==> config.mk <==
export PLATFORM = sky130hd
export DESIGN_NAME = usart_bus_if
export DESIGN_NICKNAME = d
export VERILOG_FILES = /design/src/rtl/usart_bus_pkg.sv /design/src/rtl/usart_bus_decode.sv /design/src/rtl/usart_bus_sync.sv /design/src/rtl/usart_bus_if.sv
export SDC_FILE = /design/constraint.sdc
export NUM_CORES = 1
export LEC_CHECK = 0
export CAP_MARGIN = 10
export CORE_MARGIN = 3
export CORE_UTILIZATION = 30
export DETAILED_ROUTE_END_ITERATION = 12
export MAX_ROUTING_LAYER = met4
export PLACE_DENSITY = 0.64
export SYNTH_ARGS = -nofsm -noshare
export SYNTH_HDL_FRONTEND = slang
export SYNTH_SLANG_ARGS = --single-unit
export TNS_END_PERCENT = 100
==> constraint.sdc <==
create_clock -name clk -period 2.9 [get_ports clk]
set_clock_uncertainty 0.1 [all_clocks]
set_input_delay 0.435 -clock clk [delete_from_list [all_inputs] [get_ports clk]]
set_output_delay 0.435 -clock clk [all_outputs]
set_load 0.01 [all_outputs]
==> src/rtl/usart_bus_pkg.sv <==
package usart_bus_pkg;

    typedef enum logic [2:0] {
        ACC_NONE,
        ACC_RD_DATA,
        ACC_WR_DATA,
        ACC_RD_STAT,
        ACC_WR_CMD
    } access_e;

endpackage

==> src/rtl/usart_bus_decode.sv <==
module usart_bus_decode
    import usart_bus_pkg::*;
(
    input  logic    cs_n,
    input  logic    sel,
    input  logic    rd_n,
    input  logic    wr_n,
    output access_e access
);

    always_comb begin
        access = ACC_NONE;
        if (!cs_n) begin
            if (!rd_n && wr_n) begin
                access = sel ? ACC_RD_STAT : ACC_RD_DATA;
            end else if (rd_n && !wr_n) begin
                access = sel ? ACC_WR_CMD : ACC_WR_DATA;
            end
        end
    end

endmodule

==> src/rtl/usart_bus_sync.sv <==
module usart_bus_sync #(
    parameter int STAGES = 2
) (
    input  logic clk,
    input  logic rst_n,
    input  logic rst_val,
    input  logic async_in,
    output logic sync_out
);

    logic [STAGES-1:0] chain_q;
    logic [STAGES-1:0] chain_d;

    generate
        for (genvar i = 0; i < STAGES; i++) begin : g_stage
            if (i == 0) begin : g_first
                assign chain_d[i] = async_in;
            end else begin : g_next
                assign chain_d[i] = chain_q[i-1];
            end
        end
    endgenerate

    always_ff @(posedge clk or negedge rst_n) begin
        if (!rst_n) chain_q <= {STAGES{rst_val}};
        else        chain_q <= chain_d;
    end

    assign sync_out = chain_q[STAGES-1];

endmodule

==> src/rtl/usart_bus_if.sv <==
module usart_bus_if
    import usart_bus_pkg::*;
#(
    parameter int DATA_W      = 8,
    parameter int SYNC_STAGES = 2,
    parameter int DTR_BIT     = 1,
    parameter int RTS_BIT     = 5
) (
    input  logic              clk,
    input  logic              rst_n,
    input  logic              cs_n,
    input  logic              sel,
    input  logic              rd_n,
    input  logic              wr_n,
    input  logic [DATA_W-1:0] bus_in,
    output logic [DATA_W-1:0] bus_out,
    output logic              bus_oe,
    input  logic [DATA_W-1:0] rx_char,
    input  logic [DATA_W-2:0] stat_in,
    input  logic              dsr_n,
    output logic              dtr_n,
    output logic              rts_n,
    output logic [DATA_W-1:0] tx_hold,
    output logic              tx_load,
    output logic [DATA_W-1:0] cmd_word,
    output logic              cmd_load
);

    localparam int DSR_BIT = DATA_W - 1;

    typedef struct packed {
        logic [DATA_W-1:0] cmd;
        logic [DATA_W-1:0] thr;
        logic              wr_seen;
        logic              tx_pulse;
        logic              cmd_pulse;
    } regs_t;

    regs_t   r_d, r_q;
    access_e access;
    logic    dsr_n_sync;
    logic    wr_now;
    logic [DATA_W-1:0] status_byte;

    usart_bus_decode u_decode (
        .cs_n   (cs_n),
        .sel    (sel),
        .rd_n   (rd_n),
        .wr_n   (wr_n),
        .access (access)
    );

    usart_bus_sync #(.STAGES(SYNC_STAGES)) u_dsr_sync (
        .clk      (clk),
        .rst_n    (rst_n),
        .rst_val  (1'b1),
        .async_in (dsr_n),
        .sync_out (dsr_n_sync)
    );

    assign wr_now = (access == ACC_WR_DATA) || (access == ACC_WR_CMD);

    always_comb begin
        r_d           = r_q;
        r_d.wr_seen   = wr_now;
        r_d.tx_pulse  = 1'b0;
        r_d.cmd_pulse = 1'b0;
        if (wr_now && !r_q.wr_seen) begin
            if (access == ACC_WR_CMD) begin
                r_d.cmd       = bus_in;
                r_d.cmd_pulse = 1'b1;
            end else begin
                r_d.thr      = bus_in;
                r_d.tx_pulse = 1'b1;
            end
        end
    end

    always_ff @(posedge clk or negedge rst_n) begin
        if (!rst_n) r_q <= '0;
        else        r_q <= r_d;
    end

    always_comb begin
        status_byte          = '0;
        status_byte[DSR_BIT] = ~dsr_n_sync;
        status_byte[DATA_W-2:0] = stat_in;
        bus_oe  = (access == ACC_RD_DATA) || (access == ACC_RD_STAT);
        bus_out = '0;
        if (access == ACC_RD_DATA)      bus_out = rx_char;
        else if (access == ACC_RD_STAT) bus_out = status_byte;
    end

    assign tx_hold  = r_q.thr;
    assign tx_load  = r_q.tx_pulse;
    assign cmd_word = r_q.cmd;
    assign cmd_load = r_q.cmd_pulse;
    assign dtr_n    = ~r_q.cmd[DTR_BIT];
    assign rts_n    = ~r_q.cmd[RTS_BIT];

    // a load pulse never lasts two cycles
    a_r3_tx_pulse_single: assert property (@(posedge clk) disable iff (!rst_n)
        tx_load |=> !tx_load);

    // command register only moves with its pulse
    a_r4_cmd_only_on_load: assert property (@(posedge clk) disable iff (!rst_n)
        !cmd_load |-> $stable(cmd_word));

    // one access never loads both registers
    a_r4_pulses_exclusive: assert property (@(posedge clk) disable iff (!rst_n)
        !(tx_load && cmd_load));

    // deselected strobes leave no pulse
    a_r5_no_pulse_deselected: assert property (@(posedge clk) disable iff (!rst_n)
        cs_n |=> !(tx_load || cmd_load));

    // driver off without a single active read strobe
    a_r6_oe_needs_read: assert property (@(posedge clk) disable iff (!rst_n)
        (cs_n || rd_n || !wr_n) |-> !bus_oe);

    // conflicting strobes write nothing
    a_r10_no_write_conflict: assert property (@(posedge clk) disable iff (!rst_n)
        (!rd_n && !wr_n) |=> !(tx_load || cmd_load));

    // modem outputs track the command register
    a_r7_modem_follow: assert property (@(posedge clk) disable iff (!rst_n)
        cmd_load |-> (dtr_n != cmd_word[DTR_BIT]) && (rts_n != cmd_word[RTS_BIT]));

endmodule

# Yosys cells after proc, flatten, opt, wreduce, memory -nomap -nowiden
# Index checks and enable logic that the tools add are counted.
dict set report op_classes {
  mux 10
  n_eq_ne 4
  bitwise_logic 4
  reduce_logical 10
}
# cell n
set ops {}
lappend ops {{$mux 8} 2}
lappend ops {{$mux 3} 4}
lappend ops {{$eq 3x2->1 const B} 2}
lappend ops {{$mux 2} 2}
lappend ops {{$not 1->1} 4}
lappend ops {{$reduce_and 2->1} 2}
lappend ops {{$eq 3x1->1 const B} 1}
lappend ops {{$eq 3x3->1 const B} 1}
lappend ops {{$logic_and 1x1->1} 3}
lappend ops {{$logic_not 1->1} 3}
lappend ops {{$logic_or 1x1->1} 2}
lappend ops {{$mux 1} 2}
dict set report word_totals {
  output_inout_bits 29
  word_cells 34
  inputBits 30
  regBits 21
}

# Longest topological paths before layout
dict set report logic_depth {
  ltp_word 9
  depth_mapped 4
  depth_no_buf 3
}

# Worst setup path after synthesis
# OpenSTA, ideal clock, no wires.
dict set report synth_timing {
  path_type {input port to flip-flop}
  startpoint {input cs_n}
  endpoint {register r_q, in the netlist tx_hold[0]}
  setup_time_ns 0.125
  setup_slack_ns 1.337
  path_buffers 1
  arrival_ns 1.338
  required_ns 2.675
  path_stages 4
  cell_sequence {nor4b_4 nor2b_4 buf_12 mux2_4}
}
dict set report synth_between {
  elab_chain_cells 5
  elab_cells_between_ends 7
  cone_classes {2 x eq/ne; 1 x mux; 1 x bitwise; 3 x reduce/logical}
}
# item line_no
set synth_lines {}
lappend synth_lines {{start, declared} usart_bus_if.sv:11} ;# input logic cs_n,
lappend synth_lines {{$mux 3 (*)} usart_bus_decode.sv:13} ;# if (!cs_n) begin
lappend synth_lines {{$eq 3x2->1 or $eq 3x3->1 (tied branches)} {usart_bus_if.sv:61, usart_bus_if.sv:69}}
lappend synth_lines {{$logic_or 1x1->1} usart_bus_if.sv:61} ;# assign wr_now = (access == ACC_WR_DATA) || (access == ACC_WR_CMD);
lappend synth_lines {{$logic_and 1x1->1} usart_bus_if.sv:68} ;# if (wr_now && !r_q.wr_seen) begin
lappend synth_lines {{$reduce_and 2->1 (no source line) (*)} n/a}
lappend synth_lines {{end signal, assigned} usart_bus_if.sv:81} ;# else r_q <= r_d;
lappend synth_lines {{end, declared} usart_bus_if.sv:39} ;# regs_t r_d, r_q;
# Every way passes the cells marked *; elsewhere a longest branch is shown, timed or not.
# A chain may end at the register's enable or synchronous reset.

# Final worst setup path
dict set report layout_timing {
  startpoint {input sel}
  endpoint {output bus_out[2]}
}
dict set report layout_between {
  elab_chain_cells 7
  elab_cells_between_ends 9
  cone_classes {2 x eq/ne; 7 x mux}
}
# item line_no
set layout_lines {}
lappend layout_lines {{start, declared} usart_bus_if.sv:12} ;# input logic sel,
lappend layout_lines {{$mux 3} usart_bus_decode.sv:17} ;# access = sel ? ACC_WR_CMD : ACC_WR_DATA;
lappend layout_lines {{$mux 3} usart_bus_decode.sv:16} ;# end else if (rd_n && !wr_n) begin
lappend layout_lines {{$mux 3 (*)} usart_bus_decode.sv:14} ;# if (!rd_n && wr_n) begin
lappend layout_lines {{$mux 3 (*)} usart_bus_decode.sv:13}
lappend layout_lines {{$eq 3x2->1} usart_bus_if.sv:91} ;# else if (access == ACC_RD_STAT) bus_out = status_byte;
lappend layout_lines {{$mux 8} usart_bus_if.sv:91}
lappend layout_lines {{$mux 8 (*)} usart_bus_if.sv:90} ;# if (access == ACC_RD_DATA) bus_out = rx_char;
lappend layout_lines {{end, declared} usart_bus_if.sv:16} ;# output logic [DATA_W-1:0] bus_out,
# Marks and branches as above.

==> out/qor.csv <==
stage,metric,value,unit
setup_path,worstSetupPathType,input port to output pin,
logic_synthesis,synth_top_cells_by_area,"dfrtp_1, buf_4, mux2_4",
clock_network,cts_root_buffer,clkbuf_4,
sta,hold_viol,0,
sta,finalSetupViolCount,0,
sta,rsz0062_at_grt,false,
setup_path,timing.rr.start,r_q[2],
setup_path,crit_start,sel,
sta,slew_headroom,0.3813,
min_path,min_path_type,flop to flop,
die,die_y,65.75,um
drt,antenna_left,0,
logic_synthesis,synth_edf_count,0,
setup_path,cp.arrival,2.14,ns
die,start_util,0.3160,
drt,viasPerCell,4.297,
setup_path,cp_slowest_cell,clkdlybuf4s50_1,
die,die_width,65.75,um
power_and_ir_drop,powerDensity,515.8,nW/um^2
placement,io_buffers,58,
global_routing,antenna_found_initial,0,
clock_network,clock_sinks,21,
clock_network,holdBufCountCts,0,
die,coreArea,3390,um^2
status,outcome,"complete, no violations",
sta,slew_violations,0,
clock_network,post_cts_resize_count,0,
cells_and_area,diodes,0,
cells_and_area,area_growth,48.83,%
clock_network,cts_made_buffers,3,
placement,dp_cells,168,
global_routing,grt_pass1_vias,777,
logic_synthesis,ys.flop_type,dfrtp_1,
power_and_ir_drop,p_leak,0.6904,nW
logic_synthesis,yosysTopAreaCell,dfrtp_1,
setup_path,crit_path_frequent_cell,clkdlybuf4s50_1,
global_routing,grt_max_degree,22,
placement,dp_hpwl,1803,um
placement,pre_cts_slack,0.2202,ns
drt,wl_per_cell,13.58,um
power_and_ir_drop,vdd.ir_drop.worst,0.2925,mV
setup_path,cp-start-kind,input port,
die,floorplan.rows,21,
logic_synthesis,synth_commonest_cells,"dfrtp_1, buf_4, nor2_1",
sta,holdWs,0.2643,ns
global_routing,grt_overflow,0,
drt,via_count,739,
sta,setup_slack,0.2211,ns
drt,drc,0,
sta,finalSetupTns,0,ns
logic_synthesis,synth_area,1071,um^2
clock_network,cts_max_level,1,
logic_synthesis,synth_nets,112,
setup_path,cp-endpoint,bus_out[2],
die,die_area,4323,um^2
drt,first_pass_iters,2,
setup_path,path_cells,"clkdlybuf4s50_1, mux2i_1, nor2_1, clkdlybuf4s50_1",
sta,worst_slew_pin_slew,0.9251,ns
placement,placed_area,1564,um^2
setup_path,rr_worst_depth,3,
logic_synthesis,ys_seq_area_frac,0.4930,
cells_and_area,final_cells,172,
logic_synthesis,yosys.cell_count.top_type,dfrtp_1,
logic_synthesis,yosysTopAreaCellShare,0.4439,
setup_path,crit_required,2.37,ns
sta,timing.fmax,0.3733,GHz
sta,fin_crit,2.679,ns
placement,place.gp.congestion,0.6140,
cells_and_area,design_area,1594,um^2
setup_path,slowest_delay,0.88,ns
setup_path,cp_max_fo,10,
logic_synthesis,synthArstFlopShare,1.000,
setup_path,end_kind,output pin,
setup_path,r2r_end,tx_hold[2],
die,num_io_pins,59,
sta,finalCritPeriodShare,0.9238,
logic_synthesis,netlist-cell-type-count,15,
cells_and_area,drive_gt1_frac,0.1984,
setup_path,rrSetupSlack,1.24,ns
cells_and_area,postLayoutCoreUtil,0.4703,
clock_network,cts_tree,done,
logic_synthesis,syn_avg_cell_area,13.06,um^2
drt,dr.first_iter.drc_count,8,
clock_network,postCtsSetupBuffers,0,
drt,wirelength,2335,um
clock_network,cts.clk_slew.worst_paths,0.12,ns
power_and_ir_drop,power,0.8222,mW
flow_run,cap_violations,0,
cells_and_area,num-nets-final,157,
logic_synthesis,ys_ff_latch,21,
logic_synthesis,syn_inst,82,
logic_synthesis,ys_warn_count,0,
clock_network,cts_buffer_depth,2,
global_routing,grt_usage,0.1123,
global_routing,grt_pass1_wl,3726,um
clock_network,clk-insertion-delay-late,0.29,ns
## power by group
| part | internal (mW) | switching, mW | total, mW |
|---|---|---|---|
| combinational | 0.202 | 0.0975 | 0.300 |
| sequential | 0.349 | 0.0302 | 0.379 |
| clock | 0.0524 | 0.0911 | 0.143 |
## area by class of cell
type                       instances  area, um^2
fill                             318        1795
multi-input combinational         38       379.1
clock buffer                       3       22.52
tap                               46       57.56
clock inverter                     1       7.507
inverter                           5       18.77
timing repair buffer              58       580.6
sequential                        21       528.0
## cell families (layout without fill, tap and decap cells)
family / count (synthesis) / after routing / synth area share
muxes: 24 / 24 / 0.2710
buffers and inverters: 23 / 67 / 0.1530
DFF: 21 / 21 / 0.4930
and+or+nand+nor: 14 / 14 / 0.08294
## per-layer routing
metal,wire length [um],GRT usage,vias to the layer above,share of wire
met5,0,-,-,0
met3,310,0.04274,0,0.13
li1,-,-,343,-
met1,960,0.1290,350,0.41
met4,0,0.01554,0,0
met2,1064,0.1902,46,0.46
## worst min-delay path by stage
| stage | endpoint | from | depth (start not counted) |
|---|---|---|---|
| after floorplan | cmd_load | rst_n | 0 |
| final | u_dsr_sync.chain_q[1] | u_dsr_sync.chain_q[0] | 0 |
| after global placement | u_dsr_sync.chain_q[1] | u_dsr_sync.chain_q[0] | 0 |
| after global routing | u_dsr_sync.chain_q[1] | u_dsr_sync.chain_q[0] | 0 |
| after CTS | u_dsr_sync.chain_q[1] | u_dsr_sync.chain_q[0] | 0 |
| after detailed placement | u_dsr_sync.chain_q[1] | u_dsr_sync.chain_q[0] | 0 |
## registers in the layout, indices dropped and copies added (netlist names)
name and cells:
cmd_word 8, tx_hold 8, u_dsr_sync.chain_q 2, cmd_load 1
r_q 1, tx_load 1
## worst max-delay path, delay by kind of cell
kind / cells / cell delay [ns]
buf+inv: 2 / 1.42
mux: 1 / 0.17
simple gates: 1 / 0.11
## cells in the final DEF (no fill, tap or decap), drive strengths merged
cell type and instances:
mux2 16, dfrtp 19, dfstp 2, inv 5, nand2 2, nor2b 1, nor3b 1, clkdlybuf4s50 58
mux2i 8, clkbuf 3, nor4b 1, clkinvlp 1, nor2 9
Power figures use the tool's default switching activity.
